<file path="config.mk">
export PLATFORM = sky130hd
export DESIGN_NAME = wavegen_timer
export DESIGN_NICKNAME = d
export VERILOG_FILES = /design/src/rtl/tmr_pkg.sv /design/src/rtl/tmr_prescale.sv /design/src/rtl/tmr_counter.sv /design/src/rtl/tmr_wave.sv /design/src/rtl/wavegen_timer.sv
export SDC_FILE = /design/constraint.sdc
export NUM_CORES = 1
export LEC_CHECK = 0
export BUFFER_PORTS_ARGS = -buffer_cell sky130_fd_sc_hd__buf_2
export CAP_MARGIN = 10
export CORE_ASPECT_RATIO = 0.5
export CORE_MARGIN = 8
export CORE_UTILIZATION = 40
export DETAILED_ROUTE_END_ITERATION = 10
export SYNTH_ARGS = -nofsm -noshare
export SYNTH_HDL_FRONTEND = slang
export SYNTH_SLANG_ARGS = --single-unit
</file>
<file path="constraint.sdc">
create_clock -name clk -period 2.7 [get_ports clk]
set_clock_uncertainty 0.2 [all_clocks]
set_input_delay 0.675 -clock clk [delete_from_list [all_inputs] [get_ports clk]]
set_output_delay 0.675 -clock clk [all_outputs]
set_load 0.05 [all_outputs]
</file>
<file path="src/rtl/tmr_pkg.sv">
package tmr_pkg;
   localparam int unsigned SEL_W = 3;

   typedef enum logic [1:0] {
      TM_FREE     = 2'd0,
      TM_CLRCMP   = 2'd1,
      TM_PWM_FULL = 2'd2,
      TM_PWM_CMP  = 2'd3
   } tmr_mode_e;

   typedef enum logic [1:0] {
      WO_HOLD   = 2'd0,
      WO_TOGGLE = 2'd1,
      WO_LOW    = 2'd2,
      WO_HIGH   = 2'd3
   } wo_act_e;

   // log2 of the division ratio for each prescaler select
   function automatic int unsigned sel_shift(input int unsigned s);
      case (s)
         1: return 0;
         2: return 3;
         3: return 6;
         4: return 8;
         5: return 10;
         default: return 0;
      endcase
   endfunction

   function automatic bit sel_running(input int unsigned s);
      return (s >= 1) && (s <= 5);
   endfunction
endpackage

</file>
<file path="src/rtl/tmr_prescale.sv">
module tmr_prescale
   import tmr_pkg::*;
#(
   parameter int unsigned PRE_W = 10
) (
   input  logic             clk,
   input  logic             rst,
   input  logic             en,
   input  logic [SEL_W-1:0] psel,
   output logic             tick
);
   localparam int unsigned NSEL = 1 << SEL_W;

   logic [PRE_W-1:0] div_q;
   logic [NSEL-1:0]  hit_v;

   if (PRE_W < 10) begin : g_bad_pre
      $error("tmr_prescale: PRE_W must cover a divide by 1024");
   end

   always_ff @(posedge clk) begin
      if (rst) div_q <= '0;
      else     div_q <= div_q + 1'b1;
   end

   for (genvar s = 0; s < NSEL; s++) begin : g_sel
      localparam int unsigned SH = sel_shift(s);
      if (!sel_running(s)) begin : g_stop
         assign hit_v[s] = 1'b0;
      end else if (SH == 0) begin : g_every
         assign hit_v[s] = 1'b1;
      end else begin : g_div
         assign hit_v[s] = &div_q[SH-1:0];
      end
   end

   assign tick = en & hit_v[psel];
endmodule

</file>
<file path="src/rtl/tmr_counter.sv">
module tmr_counter
   import tmr_pkg::*;
#(
   parameter int unsigned CNT_W = 8
) (
   input  logic             clk,
   input  logic             rst,
   input  logic             tick,
   input  tmr_mode_e        mode,
   input  logic [CNT_W-1:0] cmp,
   output logic [CNT_W-1:0] count,
   output logic             match_ev,
   output logic             restart_ev,
   output logic             roll_ev
);
   localparam logic [CNT_W-1:0] CNT_MAX = '1;

   logic [CNT_W-1:0] top;
   logic [CNT_W-1:0] cnt_q;

   always_comb begin
      unique case (mode)
         TM_CLRCMP, TM_PWM_CMP: top = cmp;
         default:               top = CNT_MAX;
      endcase
   end

   always_ff @(posedge clk) begin
      if (rst) begin
         cnt_q <= '0;
      end else if (tick) begin
         if (cnt_q == top) cnt_q <= '0;
         else              cnt_q <= cnt_q + 1'b1;
      end
   end

   assign count      = cnt_q;
   assign match_ev   = tick && (cnt_q == cmp);
   assign restart_ev = tick && (cnt_q == top);
   assign roll_ev    = tick && (cnt_q == CNT_MAX);
endmodule

</file>
<file path="src/rtl/tmr_wave.sv">
module tmr_wave
   import tmr_pkg::*;
(
   input  logic      clk,
   input  logic      rst,
   input  tmr_mode_e mode,
   input  wo_act_e   com,
   input  logic      match_ev,
   input  logic      restart_ev,
   output logic      wave
);
   logic wave_q;
   logic wave_d;
   logic pwm;

   assign pwm = (mode == TM_PWM_FULL) || (mode == TM_PWM_CMP);

   always_comb begin
      wave_d = wave_q;
      unique case (com)
         WO_TOGGLE: if (match_ev) wave_d = ~wave_q;
         WO_LOW: begin
            if (match_ev)          wave_d = 1'b0;
            if (pwm && restart_ev) wave_d = 1'b1;
         end
         WO_HIGH: begin
            if (match_ev)          wave_d = 1'b1;
            if (pwm && restart_ev) wave_d = 1'b0;
         end
         default: wave_d = wave_q;
      endcase
   end

   always_ff @(posedge clk) begin
      if (rst) wave_q <= 1'b0;
      else     wave_q <= wave_d;
   end

   assign wave = wave_q;
endmodule

</file>
<file path="src/rtl/wavegen_timer.sv">
module wavegen_timer
   import tmr_pkg::*;
#(
   parameter int unsigned CNT_W = 8,
   parameter int unsigned PRE_W = 10
) (
   input  logic             clk,
   input  logic             rst,
   input  logic             en,
   input  logic [1:0]       mode,
   input  logic [1:0]       com,
   input  logic [2:0]       psel,
   input  logic [CNT_W-1:0] cmp,
   input  logic             clr_cmp,
   input  logic             clr_ovf,
   output logic [CNT_W-1:0] count,
   output logic             wave,
   output logic             cmp_flag,
   output logic             ovf_flag
);
   localparam int unsigned NFLAG = 2;

   if (CNT_W < 2) begin : g_bad_cnt
      $error("wavegen_timer: CNT_W must be at least 2");
   end

   logic            tick;
   logic            match_ev;
   logic            restart_ev;
   logic            roll_ev;
   logic [NFLAG-1:0] set_v;
   logic [NFLAG-1:0] clr_v;
   logic [NFLAG-1:0] flag_q;

   tmr_prescale #(.PRE_W(PRE_W)) i_pre (
      .clk  (clk),
      .rst  (rst),
      .en   (en),
      .psel (psel),
      .tick (tick)
   );

   tmr_counter #(.CNT_W(CNT_W)) i_cnt (
      .clk        (clk),
      .rst        (rst),
      .tick       (tick),
      .mode       (tmr_mode_e'(mode)),
      .cmp        (cmp),
      .count      (count),
      .match_ev   (match_ev),
      .restart_ev (restart_ev),
      .roll_ev    (roll_ev)
   );

   tmr_wave i_wave (
      .clk        (clk),
      .rst        (rst),
      .mode       (tmr_mode_e'(mode)),
      .com        (wo_act_e'(com)),
      .match_ev   (match_ev),
      .restart_ev (restart_ev),
      .wave       (wave)
   );

   assign set_v = {roll_ev, match_ev};
   assign clr_v = {clr_ovf, clr_cmp};

   for (genvar f = 0; f < NFLAG; f++) begin : g_flag
      always_ff @(posedge clk) begin
         if (rst)           flag_q[f] <= 1'b0;
         else if (set_v[f]) flag_q[f] <= 1'b1;
         else if (clr_v[f]) flag_q[f] <= 1'b0;
      end
   end

   assign cmp_flag = flag_q[0];
   assign ovf_flag = flag_q[1];
endmodule

</file>
After elaboration in Yosys (flattened, before gate mapping)
Cells that the tools add are included. W data, S select, Z words.

RAM bits: 0. Logic and storage cells: 50. Input port bits: 20. Register bits: 21. Output and inout port bits: 11. Bits in latches: 0. ROM bits: 0. Memories kept: 0.

Reduce and logical (&&, ||, !) cells: 14. Bitwise logic cells: 2. $mul: 0. Equal/unequal tests: 12. Shift-type cells: 0. Divide/modulo/power cells: 0. Muxes and demuxes: 14. Add/subtract/negate cells: 2. Magnitude comparators: 1.

Operator list (number): $eq A8 B8 Y1 (2); $mux W8 (2); $add A10 B1 Y10 const B (1); $mux W1 (10); $reduce_and A10 Y1 (1); $add A8 B1 Y8 const B (1); $eq A2 B2 Y1 const B (4); $eq A8 B8 Y1 const B (1); $reduce_and A8 Y1 (1); $ne A3 B2 Y1 const B (2); $reduce_and A6 Y1 (1); $eq A2 B1 Y1 const B (2); $logic_and A1 B1 Y1 (4); $lt A3 B4 Y1 const B (1); $reduce_and A4 Y1 (1); $reduce_bool A2 Y1 (2); $bmux W1 S3 (1); $pmux W1 S3 (1); $reduce_and A3 Y1 (1); $reduce_bool A3 Y1 (1); $ne A2 B2 Y1 const B (1); $reduce_or A2 Y1 (1); $and A1 B1 Y1 (1); $logic_or A1 B1 Y1 (1); $not A1 Y1 (1).

Longest topological paths before layout
Gate-level depths: netlist of the first run.

Depth after elaboration: 8. Mapped depth: 8. Mapped depth without buffers: 8.

Modules after synthesis
From an unflattened synthesis of the first run, not the netlist that was laid out.

Cells, all modules: 139. Area, all modules: 1251.2 sq um.

Modules (own cells, without submodules): tmr_counter (sequential area each 160.2 sq um, area each 633.1 sq um, times used 1, cells each 69); tmr_prescale (sequential area each 200.2 sq um, area each 459.2 sq um, times used 1, cells each 51); tmr_wave (sequential area each 20.0 sq um, area each 88.8 sq um, times used 1, cells each 11); wavegen_timer (sequential area each 40.0 sq um, area each 70.1 sq um, times used 1, cells each 8).

Worst setup path after synthesis of the first run
No wires, ideal clock.

Kind: register to register. Start: register i_cnt.cnt_q[0], in the netlist i_cnt.count[0]. End: register i_wave.wave_q, in the netlist i_wave.wave. Path slack: 0.359 ns. Buffers on the path: 1. Library setup time: 0.122 ns. Cell stages (with the launch flop): 8. Period minus slack after synthesis: 2.341 ns. Arrival: 2.018 ns. Required time: 2.378 ns. Cells stage by stage: dfxtp_1 -> buf_6 -> nand4_1 -> or3_4 -> a2111oi_4 -> nand4_1 -> mux2i_1 -> nor3_1.

Cells in the longest elaborated chain, start to end: 5. Elaborated cells on any way between the ends: 12. Those cells by class: eq/ne (5); mux (3); reduce/logical (4).

Ends and longest elaborated chain: start, declared (line tmr_counter.sv:19) `logic [CNT_W-1:0] cnt_q;`; start signal, assigned (line tmr_counter.sv:33) `else cnt_q <= cnt_q + 1'b1;`; $eq A8 B8 Y1 (line tmr_counter.sv:39) `assign restart_ev = tick && (cnt_q == top);`; $logic_and A1 B1 Y1 (line tmr_counter.sv:39); $logic_and A1 B1 Y1 (line tmr_wave.sv:24, tmr_wave.sv:28); $ne A3 B2 Y1 (no line), or another cell as far along; $reduce_and A4 Y1 (no line) or $pmux W1 S3 (tied branches); end signal, assigned (line tmr_wave.sv:36) `else wave_q <= wave_d;`; end, declared (line tmr_wave.sv:12) `logic wave_q;`.

Parallel ways exist; a longest one is shown, timed or not. A chain may end at the register's enable or synchronous reset.

Worst setup path after layout of the first run
Start: register i_pre.div_q[0]. End: register i_wave.wave_q, in the netlist i_wave.wave.

Cells in the longest elaborated chain, start to end: 8. Elaborated cells on any way between the ends: 17. Those cells by class: eq/ne (3); mux (5); bitwise (1); reduce/logical (8).

Ends and longest elaborated chain: start, declared (line tmr_prescale.sv:14) `logic [PRE_W-1:0] div_q;`; start signal, assigned (line tmr_prescale.sv:23) `else div_q <= div_q + 1'b1;`; $reduce_and A10 Y1, or another cell as far along (line tmr_prescale.sv:33) `assign hit_v[s] = &div_q[SH-1:0];`; $bmux W1 S3 (*) (line tmr_prescale.sv:37) `assign tick = en & hit_v[psel];`; $mux W1 (implied by the code) (*) (line tmr_prescale.sv:37); $and A1 B1 Y1 (*) (line tmr_prescale.sv:37); $logic_and A1 B1 Y1 (line tmr_counter.sv:39); $logic_and A1 B1 Y1 (line tmr_wave.sv:24, tmr_wave.sv:28); $ne A3 B2 Y1 (no line), or another cell as far along; $reduce_and A4 Y1 (no line) or $pmux W1 S3 (tied branches).

Every way passes the cells marked *; elsewhere a longest branch is shown, timed or not. The select of a mux whose other input is x is not followed.

==> impl_metrics.py, run 1 <==
metrics = {
    "global_route": {
        "grt_pass1_vias": 1058,
        "grt_overflow": 0,
        "grt_max_degree": 15,
        "antenna_found_initial": 0,
        "grt_usage_pct": 12.03,
        "grt_pass1_wl_um": 4747,
    },
    "synthesis": {
        "syn_inst": 135,
        "synth_cell_types": 41,
        "synth_edf_count": 0,
        "syn_area_um2": 1199,
        "synth_fp_nets": 158,
        "synth_ff_type": "dfxtp_1",
        "synth-seq-area-share_pct": 35.07,
        "yosys_register_bits": 21,
        "synth_area_per_cell_um2": 8.879,
        "async_flop_share_pct": 0,
        "yosys_warnings": 0,
    },
    "job": {
        "cap_violations": 0,
    },
    "layout": {
        "drive_above_1_share_pct": 27.54,
        "area_growth_pct": 19.52,
        "num_antenna_cells": 0,
        "final_cell_mix": "30 x buf_2, 21 x dfxtp_1, 19 x nor2_1, 11 x inv_1, 9 x xnor2_1",
        "fin_cells": 207,
        "layout_commonest_cell": "buf_2",
        "design_area_um2": 1433,
        "nets": 191,
    },
    "die": {
        "dieArea_um2": 5111,
        "core-area_um2": 2925,
        "die_y_um": 54.71,
        "row_count": 14,
        "die_x_um": 93.42,
        "start_util_pct": 40.98,
        "io-pin-count": 31,
    },
    "sta": {
        "fin_crit_ps": 2284,
        "hold_viol_final": 0,
        "final_max_slew_viol_count": 0,
        "tightest_slew_ps": 458.1,
        "hold_slack_ps": 255.6,
        "period_share_pct": 84.59,
        "timing.slew.headroom_pct": 69.18,
        "fmax_ghz": 0.4378,
        "grt_setup_unrepaired": "false",
        "tns_ps": 0,
        "setup_viol": 0,
    },
    "worst_setup_path": {
        "regToRegStartpoint": "i_pre.div_q[0]",
        "cp_data_required_time_ps": 2650,
        "critPathTopFamily": "simple AND/OR/NAND/NOR gates",
        "worst_r2r_path_depth": 7,
        "crit_slowest_cell": "nor2_2",
        "startpoint_type": "register",
        "end_kind": "register",
        "max_stage_delay_ps": 380,
        "r2r-end": "i_wave.wave",
        "crit_arrival_ps": 2240,
        "crit_buf_inv": 0,
        "crit_start": "i_pre.div_q[0]",
        "path_cells": "ha_1 -> and3_1 -> a41oi_1 -> nor2_2 -> nand4_4 -> o31ai_1 -> nor3_1",
        "r2r_slack_ps": 420,
        "path_class": "register to register",
        "worstPathMaxFanout": 7,
    },
    "power_and_ir_drop": {
        "p_per_area_nw_per_um2": 420.2,
        "p_leak_nw": 0.5894,
        "seq_power_share_pct": 53.2,
        "switchingPower_w": 0.0001511,
        "clockPowerShare_pct": 34.2,
        "power_frac_comb_pct": 12.6,
        "switching_share_pct": 25.10,
        "intPower_w": 0.0004509,
        "vdd_drop_max_mv": 0.1881,
    },
    "clock_tree": {
        "ctsHoldBuffers": 0,
        "clock-root-buffer": "clkbuf_8",
        "cts_buffers": 3,
        "cts_max_level": 1,
        "cts_sinks": 21,
        "path_clk_slew_ps": 80,
        "cts_tree": "yes",
        "cts.path.max_buffers": 2,
        "cts_setup_buffers": 0,
        "cts_resized": 0,
        "clock_latency_ps": 260,
    },
    "status": {
        "status": "completed",
    },
    "placement": {
        "gp_congestion": 0.8165,
        "dpl-instance-area_um2": 1386,
        "io_buffers": 30,
        "dp.final_hpwl_um": 2205,
        "placed_cells": 203,
    },
    "detailed_routing": {
        "drtIter0Drc": 39,
        "detail-route-antenna-nets": 0,
        "vias": 1055,
        "totalWireLength_um": 2762,
        "viasPerCell": 5.097,
        "avgRoutedWirePerCell_um": 13.34,
        "drcViolationCount": 0,
        "drtPass1Iterations": 4,
    },
    "hold_path": {
        "hp-class": "register to register",
        "min_to": "i_pre.div_q[0]",
        "hold-path-cell-count": 1,
        "holdCritStartpoint": "i_pre.div_q[0]",
    },
}
logic make-up (layout without fill, tap and decap cells):
family          Yosys count  after routing  synth area share (%)
simple gates             59             59                 27.77
xor+xnor                 14             14                 10.23
compound gates           22             22                 17.01
flops                    21             21                 35.07
mux                       2              2                 1.670
fa+ha+maj                 3              3                 3.132
buf+inv                  14             46                 5.114
layer usage:
layer	vias to the layer above	GRT usage, %	part of all wire, %
met5	-	0	0
met4	0	5.277	0.69
met3	2	4.514	4.3
met2	21	20.19	48
met1	495	13.86	47
li1	537	-	-
flip-flops by register name, summed over array words and instances, names as in the netlist:
name / count
cmp_flag: 1
i_wave.wave: 1
i_pre.div_q: 10
i_cnt.count: 8
ovf_flag: 1
area by class of cell:
cell class | count | area (um2)
Fill cell | 295 | 1493
Inverter | 11 | 41.29
Clock inverter | 1 | 5.005
Tap cell | 40 | 50.05
Sequential cell | 21 | 420.4
Multi-Input combinational cell | 100 | 716.9
Timing Repair Buffer | 31 | 157.7
Clock buffer | 3 | 41.29
cells in the mapped netlist, types with 2 or more instances:
library cell | number | share of area, %
ha_1 | 3 | 3.1
nor2_1 | 19 | 6.0
a2111oi_4 | 2 | 4.6
xnor2_1 | 9 | 6.6
and3_1 | 2 | 1.0
nand2b_1 | 3 | 1.6
nand2_1 | 7 | 2.2
nor3_1 | 2 | 0.84
xor2_1 | 5 | 3.7
inv_1 | 11 | 3.4
a21oi_1 | 3 | 1.3
mux2i_1 | 2 | 1.7
nor2b_1 | 7 | 3.7
o22ai_1 | 5 | 2.6
nand3_1 | 3 | 1.3
dfxtp_1 | 21 | 35
nand4_1 | 7 | 3.7
worst max path at each step:
| stage | endpoint | slack [ps] | cells after the start |
|---|---|---|---|
| after global routing | i_wave.wave | 150 | 7 |
| final | i_wave.wave | 420 | 7 |
| after CTS | i_wave.wave | 390 | 7 |
| after global placement | i_wave.wave | 400 | 7 |
| after floorplan | i_wave.wave | 360 | 7 |
| after detailed placement | i_wave.wave | 320 | 7 |
power by group through the flow:
stage               registers [W]   logic, W  clock network [W]
finish                   0.000320  0.0000760           0.000206
global route             0.000321  0.0000837           0.000227
floorplan                0.000335  0.0000406                  0
global placement         0.000327  0.0000749                  0
detailed placement       0.000327  0.0000766                  0
CTS                      0.000320  0.0000767           0.000212
per-stage QoR:
stage / setup slack (ps) / util (%) / total power [W]
after floorplan: 359.4 / - / 0.0003754
after global placement: 395.4 / 47.39 / 0.0004022
after detailed placement: 322.8 / 47.39 / 0.0004040
after CTS: 389.6 / 48.97 / 0.0006090
after global routing: 155.0 / 48.97 / 0.0006320
final: 416.0 / 48.97 / 0.0006020
(Power assumes the default switching activity.)
==> inputs of run 2 (changes only) <==
==> constraint.sdc (replaced) <==
create_clock -name clk -period 2.15 [get_ports clk]
set_clock_uncertainty 0.2 [all_clocks]
set_input_delay 0.5375 -clock clk [delete_from_list [all_inputs] [get_ports clk]]
set_output_delay 0.5375 -clock clk [all_outputs]
set_load 0.05 [all_outputs]
==> impl_metrics.py, run 2 (same netlist as run 1, synthesis figures left out) <==
metrics = {
    "status": {
        "status": "finished with violations",
        "violations": "setup timing",
    },
    "die": {
        "dieArea_um2": 5111,
        "core-area_um2": 2925,
        "die_y_um": 54.71,
        "io-pin-count": 31,
        "start_util_pct": 40.98,
        "row_count": 14,
        "die_x_um": 93.42,
    },
    "global_route": {
        "grt_max_degree": 15,
        "grt_pass1_vias": 1080,
        "grt_overflow": 0,
        "antenna_found_initial": 0,
        "grt_usage_pct": 12.24,
        "grt_pass1_wl_um": 4905,
    },
    "sta": {
        "hold_viol_final": 0,
        "period_share_pct": 100.4,
        "fin_crit_ps": 2159,
        "setup_viol": 1,
        "tightest_slew_ps": 401.2,
        "tns_ps": -9.085,
        "fin_ws_ps": -9.085,
        "fmax_ghz": 0.4632,
        "timing.slew.headroom_pct": 73.26,
        "grt_setup_unrepaired": "true",
        "final_max_slew_viol_count": 0,
    },
    "layout": {
        "fin_cells": 216,
        "drive_above_1_share_pct": 40.34,
        "design_area_um2": 1594,
        "largest_reg_flops": 10,
        "nets": 200,
        "regMostFlops": "i_pre.div_q",
        "area_growth_pct": 32.99,
        "num_antenna_cells": 0,
        "layout_commonest_cell": "buf_2",
        "final_cell_mix": "30 x buf_2, 17 x nor2_1, 13 x dfxtp_1, 11 x inv_1, 10 x buf_4",
        "fin_util_pct": 54.49,
    },
    "worst_setup_path": {
        "cp_common_cell": "ha_4",
        "r2r_slack_ps": -9,
        "crit_buf_inv": 1,
        "crit_slowest_cell": "a2111oi_4",
        "path_class": "register to register",
        "path_cells": "ha_4 -> ha_4 -> and3b_1 -> a2111oi_4 -> buf_4 -> nor2_4 -> nand4_1 -> mux2i_1 -> nor3_1",
        "end_kind": "register",
        "startpoint_type": "register",
        "cp_data_required_time_ps": 2110,
        "worstPathMaxFanout": 6,
        "regToRegStartpoint": "i_pre.div_q[1]",
        "max_stage_delay_ps": 380,
        "r2r-end": "i_wave.wave",
        "crit_arrival_ps": 2120,
        "worst_r2r_path_depth": 9,
        "critPathTopFamily": "simple AND/OR/NAND/NOR gates",
    },
    "detailed_routing": {
        "viasPerCell": 5.019,
        "avgRoutedWirePerCell_um": 13.04,
        "drtIter0Drc": 51,
        "highest_layer": "met4",
        "drtPass1Iterations": 4,
        "met1_length_um": 1394,
        "vias": 1084,
        "totalWireLength_um": 2817,
        "drcViolationCount": 0,
        "dr_wl_met2_um": 1275,
        "wl_met3_um": 125,
        "detail-route-antenna-nets": 0,
    },
    "clock_tree": {
        "cts_buffers": 3,
        "cts_tree": "yes",
        "cts_max_level": 1,
        "cts_sinks": 21,
        "path_clk_slew_ps": 80,
        "clock-root-buffer": "clkbuf_8",
        "cts.path.max_buffers": 2,
        "ctsHoldBuffers": 0,
        "clock_latency_ps": 260,
    },
    "placement": {
        "placed_cells": 211,
        "dpl-instance-area_um2": 1454,
        "io_buffers": 30,
        "gp_congestion": 0.8073,
        "dp.final_hpwl_um": 2218,
        "pre_cts_slack_ps": -74.20,
    },
    "power_and_ir_drop": {
        "vdd_drop_max_mv": 0.2784,
        "p_leak_nw": 0.6408,
        "p_per_area_nw_per_um2": 490.8,
    },
    "hold_path": {
        "min_to": "ovf_flag",
        "holdCritStartpoint": "ovf_flag",
        "hp-class": "register to register",
        "hold-path-cell-count": 2,
    },
    "job": {
        "cap_violations": 0,
    },
}
==> run 2: changes by cell type in the layout (fill, tap and decap cells not counted), sizes merged <==
cell  change
buf       +9
==> run 2: layer usage <==
layer  vias to the layer above  track usage (%)
met4                         0            3.958
met5                         -                0
met1                       496            14.57
met3                         4            4.514
li1                        564                -
met2                        20            20.53
==> run 2: area by class of cell <==
cell class                      instances  area, um2
Clock buffer                            3      41.29
Clock inverter                          1      5.005
Fill cell                             260       1331
Inverter                               11      41.29
Multi-Input combinational cell        100      800.8
Sequential cell                        21      430.4
Tap cell                               40      50.05
Timing Repair Buffer                   40      225.2
==> run 2: worst max path at each step <==
stage	startpoint	endpoint	slack [ps]	cells past startpoint
after floorplan	i_cnt.count[0]	i_wave.wave	8	7
after global placement	psel[0]	i_wave.wave	-60	8
after detailed placement	psel[0]	i_wave.wave	-70	8
after CTS	i_pre.div_q[1]	i_wave.wave	-6	9
after global routing	i_pre.div_q[0]	i_wave.wave	-100	9
final	i_pre.div_q[1]	i_wave.wave	-9	9
==> run 2: power breakdown <==
group / internal, W / switching, W / leakage [nW]
clock network: 0.000129 / 0.000132 / 0.0255
logic: 0.0000537 / 0.0000634 / 0.442
registers: 0.000397 / 0.00000675 / 0.174
==> run 2: tightest hold or removal path, stage by stage, from the launching register on <==
cell,delay (ps)
dfxtp_1,310
nand2b_1,70
a21oi_1,50
==> run 2: metrics by stage <==
stage | hold WS [ps] | power [W]
2_1_floorplan | 217.5 | 0.0004717
3_3_place_gp | 255.1 | 0.0005126
3_5_place_dp | 260.1 | 0.0005134
4_1_cts | 274.0 | 0.0007849
5_1_grt | 307.3 | 0.0008211
6_report | 271.7 | 0.0007823
==> run 2: repair_timing <==
action | 4_1_cts | 5_1_grt
endpoints found under the setup margin | 9 | 9
gates resized for setup | 7 | 9
buffers inserted | 3 | 0
pin swaps | 7 | 9
==> inputs of run 3 (changes only) <==
--- a/config.mk
+++ b/config.mk
@@ -11,6 +11,7 @@
 export CORE_MARGIN = 8
 export CORE_UTILIZATION = 40
 export DETAILED_ROUTE_END_ITERATION = 10
+export PLACE_DENSITY = 0.62
 export SYNTH_ARGS = -nofsm -noshare
 export SYNTH_HDL_FRONTEND = slang
 export SYNTH_SLANG_ARGS = --single-unit
==> impl_metrics.py, run 3 (same netlist as run 1, synthesis figures left out) <==
metrics = {
    "status": {
        "status": "completed",
    },
    "global_route": {
        "grt_usage_pct": 12.63,
        "grt_pass1_vias": 1063,
        "use_met1_pct": 15.68,
        "grt_max_degree": 15,
        "grt_use_met3_pct": 4.104,
        "use_met2_pct": 20.77,
        "antenna_found_initial": 0,
        "busiest_layer": "met2",
        "grt_overflow": 0,
        "grt_pass1_wl_um": 5037,
    },
    "power_and_ir_drop": {
        "p_leak_nw": 0.6409,
        "p_per_area_nw_per_um2": 493.9,
        "vdd_drop_max_mv": 0.2840,
    },
    "worst_setup_path": {
        "path_class": "register to register",
        "startpoint_type": "register",
        "r2r_slack_ps": 30,
        "cp_data_required_time_ps": 2100,
        "regToRegStartpoint": "i_pre.div_q[0]",
        "crit_arrival_ps": 2060,
        "worst_r2r_path_depth": 9,
        "end_kind": "register",
        "worstPathMaxFanout": 6,
        "r2r-end": "i_wave.wave",
    },
    "clock_tree": {
        "clock_latency_ps": 250,
        "cts.path.max_buffers": 2,
        "cts_max_level": 1,
        "clock-root-buffer": "clkbuf_8",
        "cts_sinks": 21,
        "path_clk_slew_ps": 70,
        "cts_tree": "yes",
        "cts_buffers": 3,
    },
    "sta": {
        "fmax_ghz": 0.4723,
        "timing.slew.headroom_pct": 75.94,
        "fin_ws_ps": 32.70,
        "grt_setup_unrepaired": "true",
        "period_share_pct": 98.48,
        "tightest_slew_ps": 360.9,
        "fin_crit_ps": 2117,
        "final_max_slew_viol_count": 0,
        "hold_viol_final": 0,
        "setup_viol": 0,
    },
    "detailed_routing": {
        "avgRoutedWirePerCell_um": 13.46,
        "drtPass1Iterations": 4,
        "detail-route-antenna-nets": 0,
        "vias": 1082,
        "totalWireLength_um": 2921,
        "drcViolationCount": 0,
        "drtIter0Drc": 28,
        "viasPerCell": 4.986,
    },
    "placement": {
        "gp_congestion": 0.8152,
        "pre_cts_slack_ps": -74.93,
        "dp.final_hpwl_um": 2275,
        "io_buffers": 30,
        "placed_cells": 210,
        "dpl-instance-area_um2": 1446,
    },
    "hold_path": {
        "hold-path-cell-count": 2,
        "min_to": "cmp_flag",
        "holdCritStartpoint": "cmp_flag",
        "hp-class": "register to register",
    },
    "layout": {
        "drive_above_1_share_pct": 37.85,
        "regArea_um2": 430.4,
        "layout_commonest_cell": "buf_2",
        "area_growth_pct": 30.69,
        "final_cell_mix": "30 x buf_2, 18 x nor2_1, 13 x dfxtp_1, 11 x inv_1, 11 x buf_4",
        "largest_reg_flops": 10,
        "nFillCells": 296,
        "nets": 201,
        "design_area_um2": 1567,
        "multiInputGateArea_um2": 767.0,
        "regMostFlops": "i_pre.div_q",
        "fin_cells": 217,
        "fin_util_pct": 53.55,
        "num_antenna_cells": 0,
    },
    "die": {
        "core-area_um2": 2925,
        "start_util_pct": 40.98,
        "row_count": 14,
        "io-pin-count": 31,
        "die_x_um": 93.42,
        "die_y_um": 54.71,
        "dieArea_um2": 5111,
    },
    "job": {
        "cap_violations": 0,
    },
}
run 3: worst max-delay path by stage:
stage / cells after the start / to / start / slack [ps]
after floorplan: 7 / i_wave.wave / i_cnt.count[0] / 8
after global placement: 7 / i_wave.wave / psel[0] / 10
after detailed placement: 7 / i_wave.wave / psel[0] / -70
after CTS: 9 / i_wave.wave / i_pre.div_q[1] / 3
after global routing: 9 / i_cnt.count[5] / i_pre.div_q[0] / -60
final: 9 / i_wave.wave / i_pre.div_q[0] / 30
run 3: critical path, stage by stage (launching register included):
cell and delay (ps):
dfxtp_2 340, ha_4 160, ha_1 160, and3b_1 180, a2111oi_4 320, buf_4 200
nor2_4 60, nand4_4 100, mux2i_2 220, nor3_1 60
run 3: metrics by stage:
stage / total power (W) / hold WS (ps) / setup TNS [ps]
2_1_floorplan: 0.0004717 / 217.5 / 0
3_3_place_gp: 0.0005107 / 253.1 / 0
3_5_place_dp: 0.0005126 / 263.7 / -108.0
4_1_cts: 0.0007767 / 274.3 / 0
5_1_grt: 0.0008196 / 305.2 / -152.4
6_report: 0.0007737 / 269.6 / 0
run 3: final cells by class:
type                            count  area share (%)
Multi-Input combinational cell    100           48.96
Sequential cell                    21           27.48
Timing Repair Buffer               41           14.86
Tap cell                           40           3.195
Clock buffer                        4           2.875
Inverter                           11           2.636
run 3: routing by layer:
layer / vias up / share of wire, %
met2: 17 / 45
met3: 2 / 3.5
met4: 0 / 1.0
met1: 500 / 50
met5: - / 0
li1: 563 / -
run 3: repair_timing:
action | in CTS | in global routing
resized for setup | 6 | 5
hold buffers | 0 | 0
buffers inserted | 3 | 0
endpoints found under the setup margin | 2 | 9
pin swaps | 4 | 2
run 3: power by group:
part / internal (W) / switching (W)
clock: 0.000132 / 0.000124
sequential: 0.000397 / 0.00000624
combinational: 0.0000524 / 0.0000622
total: 0.000582 / 0.000192
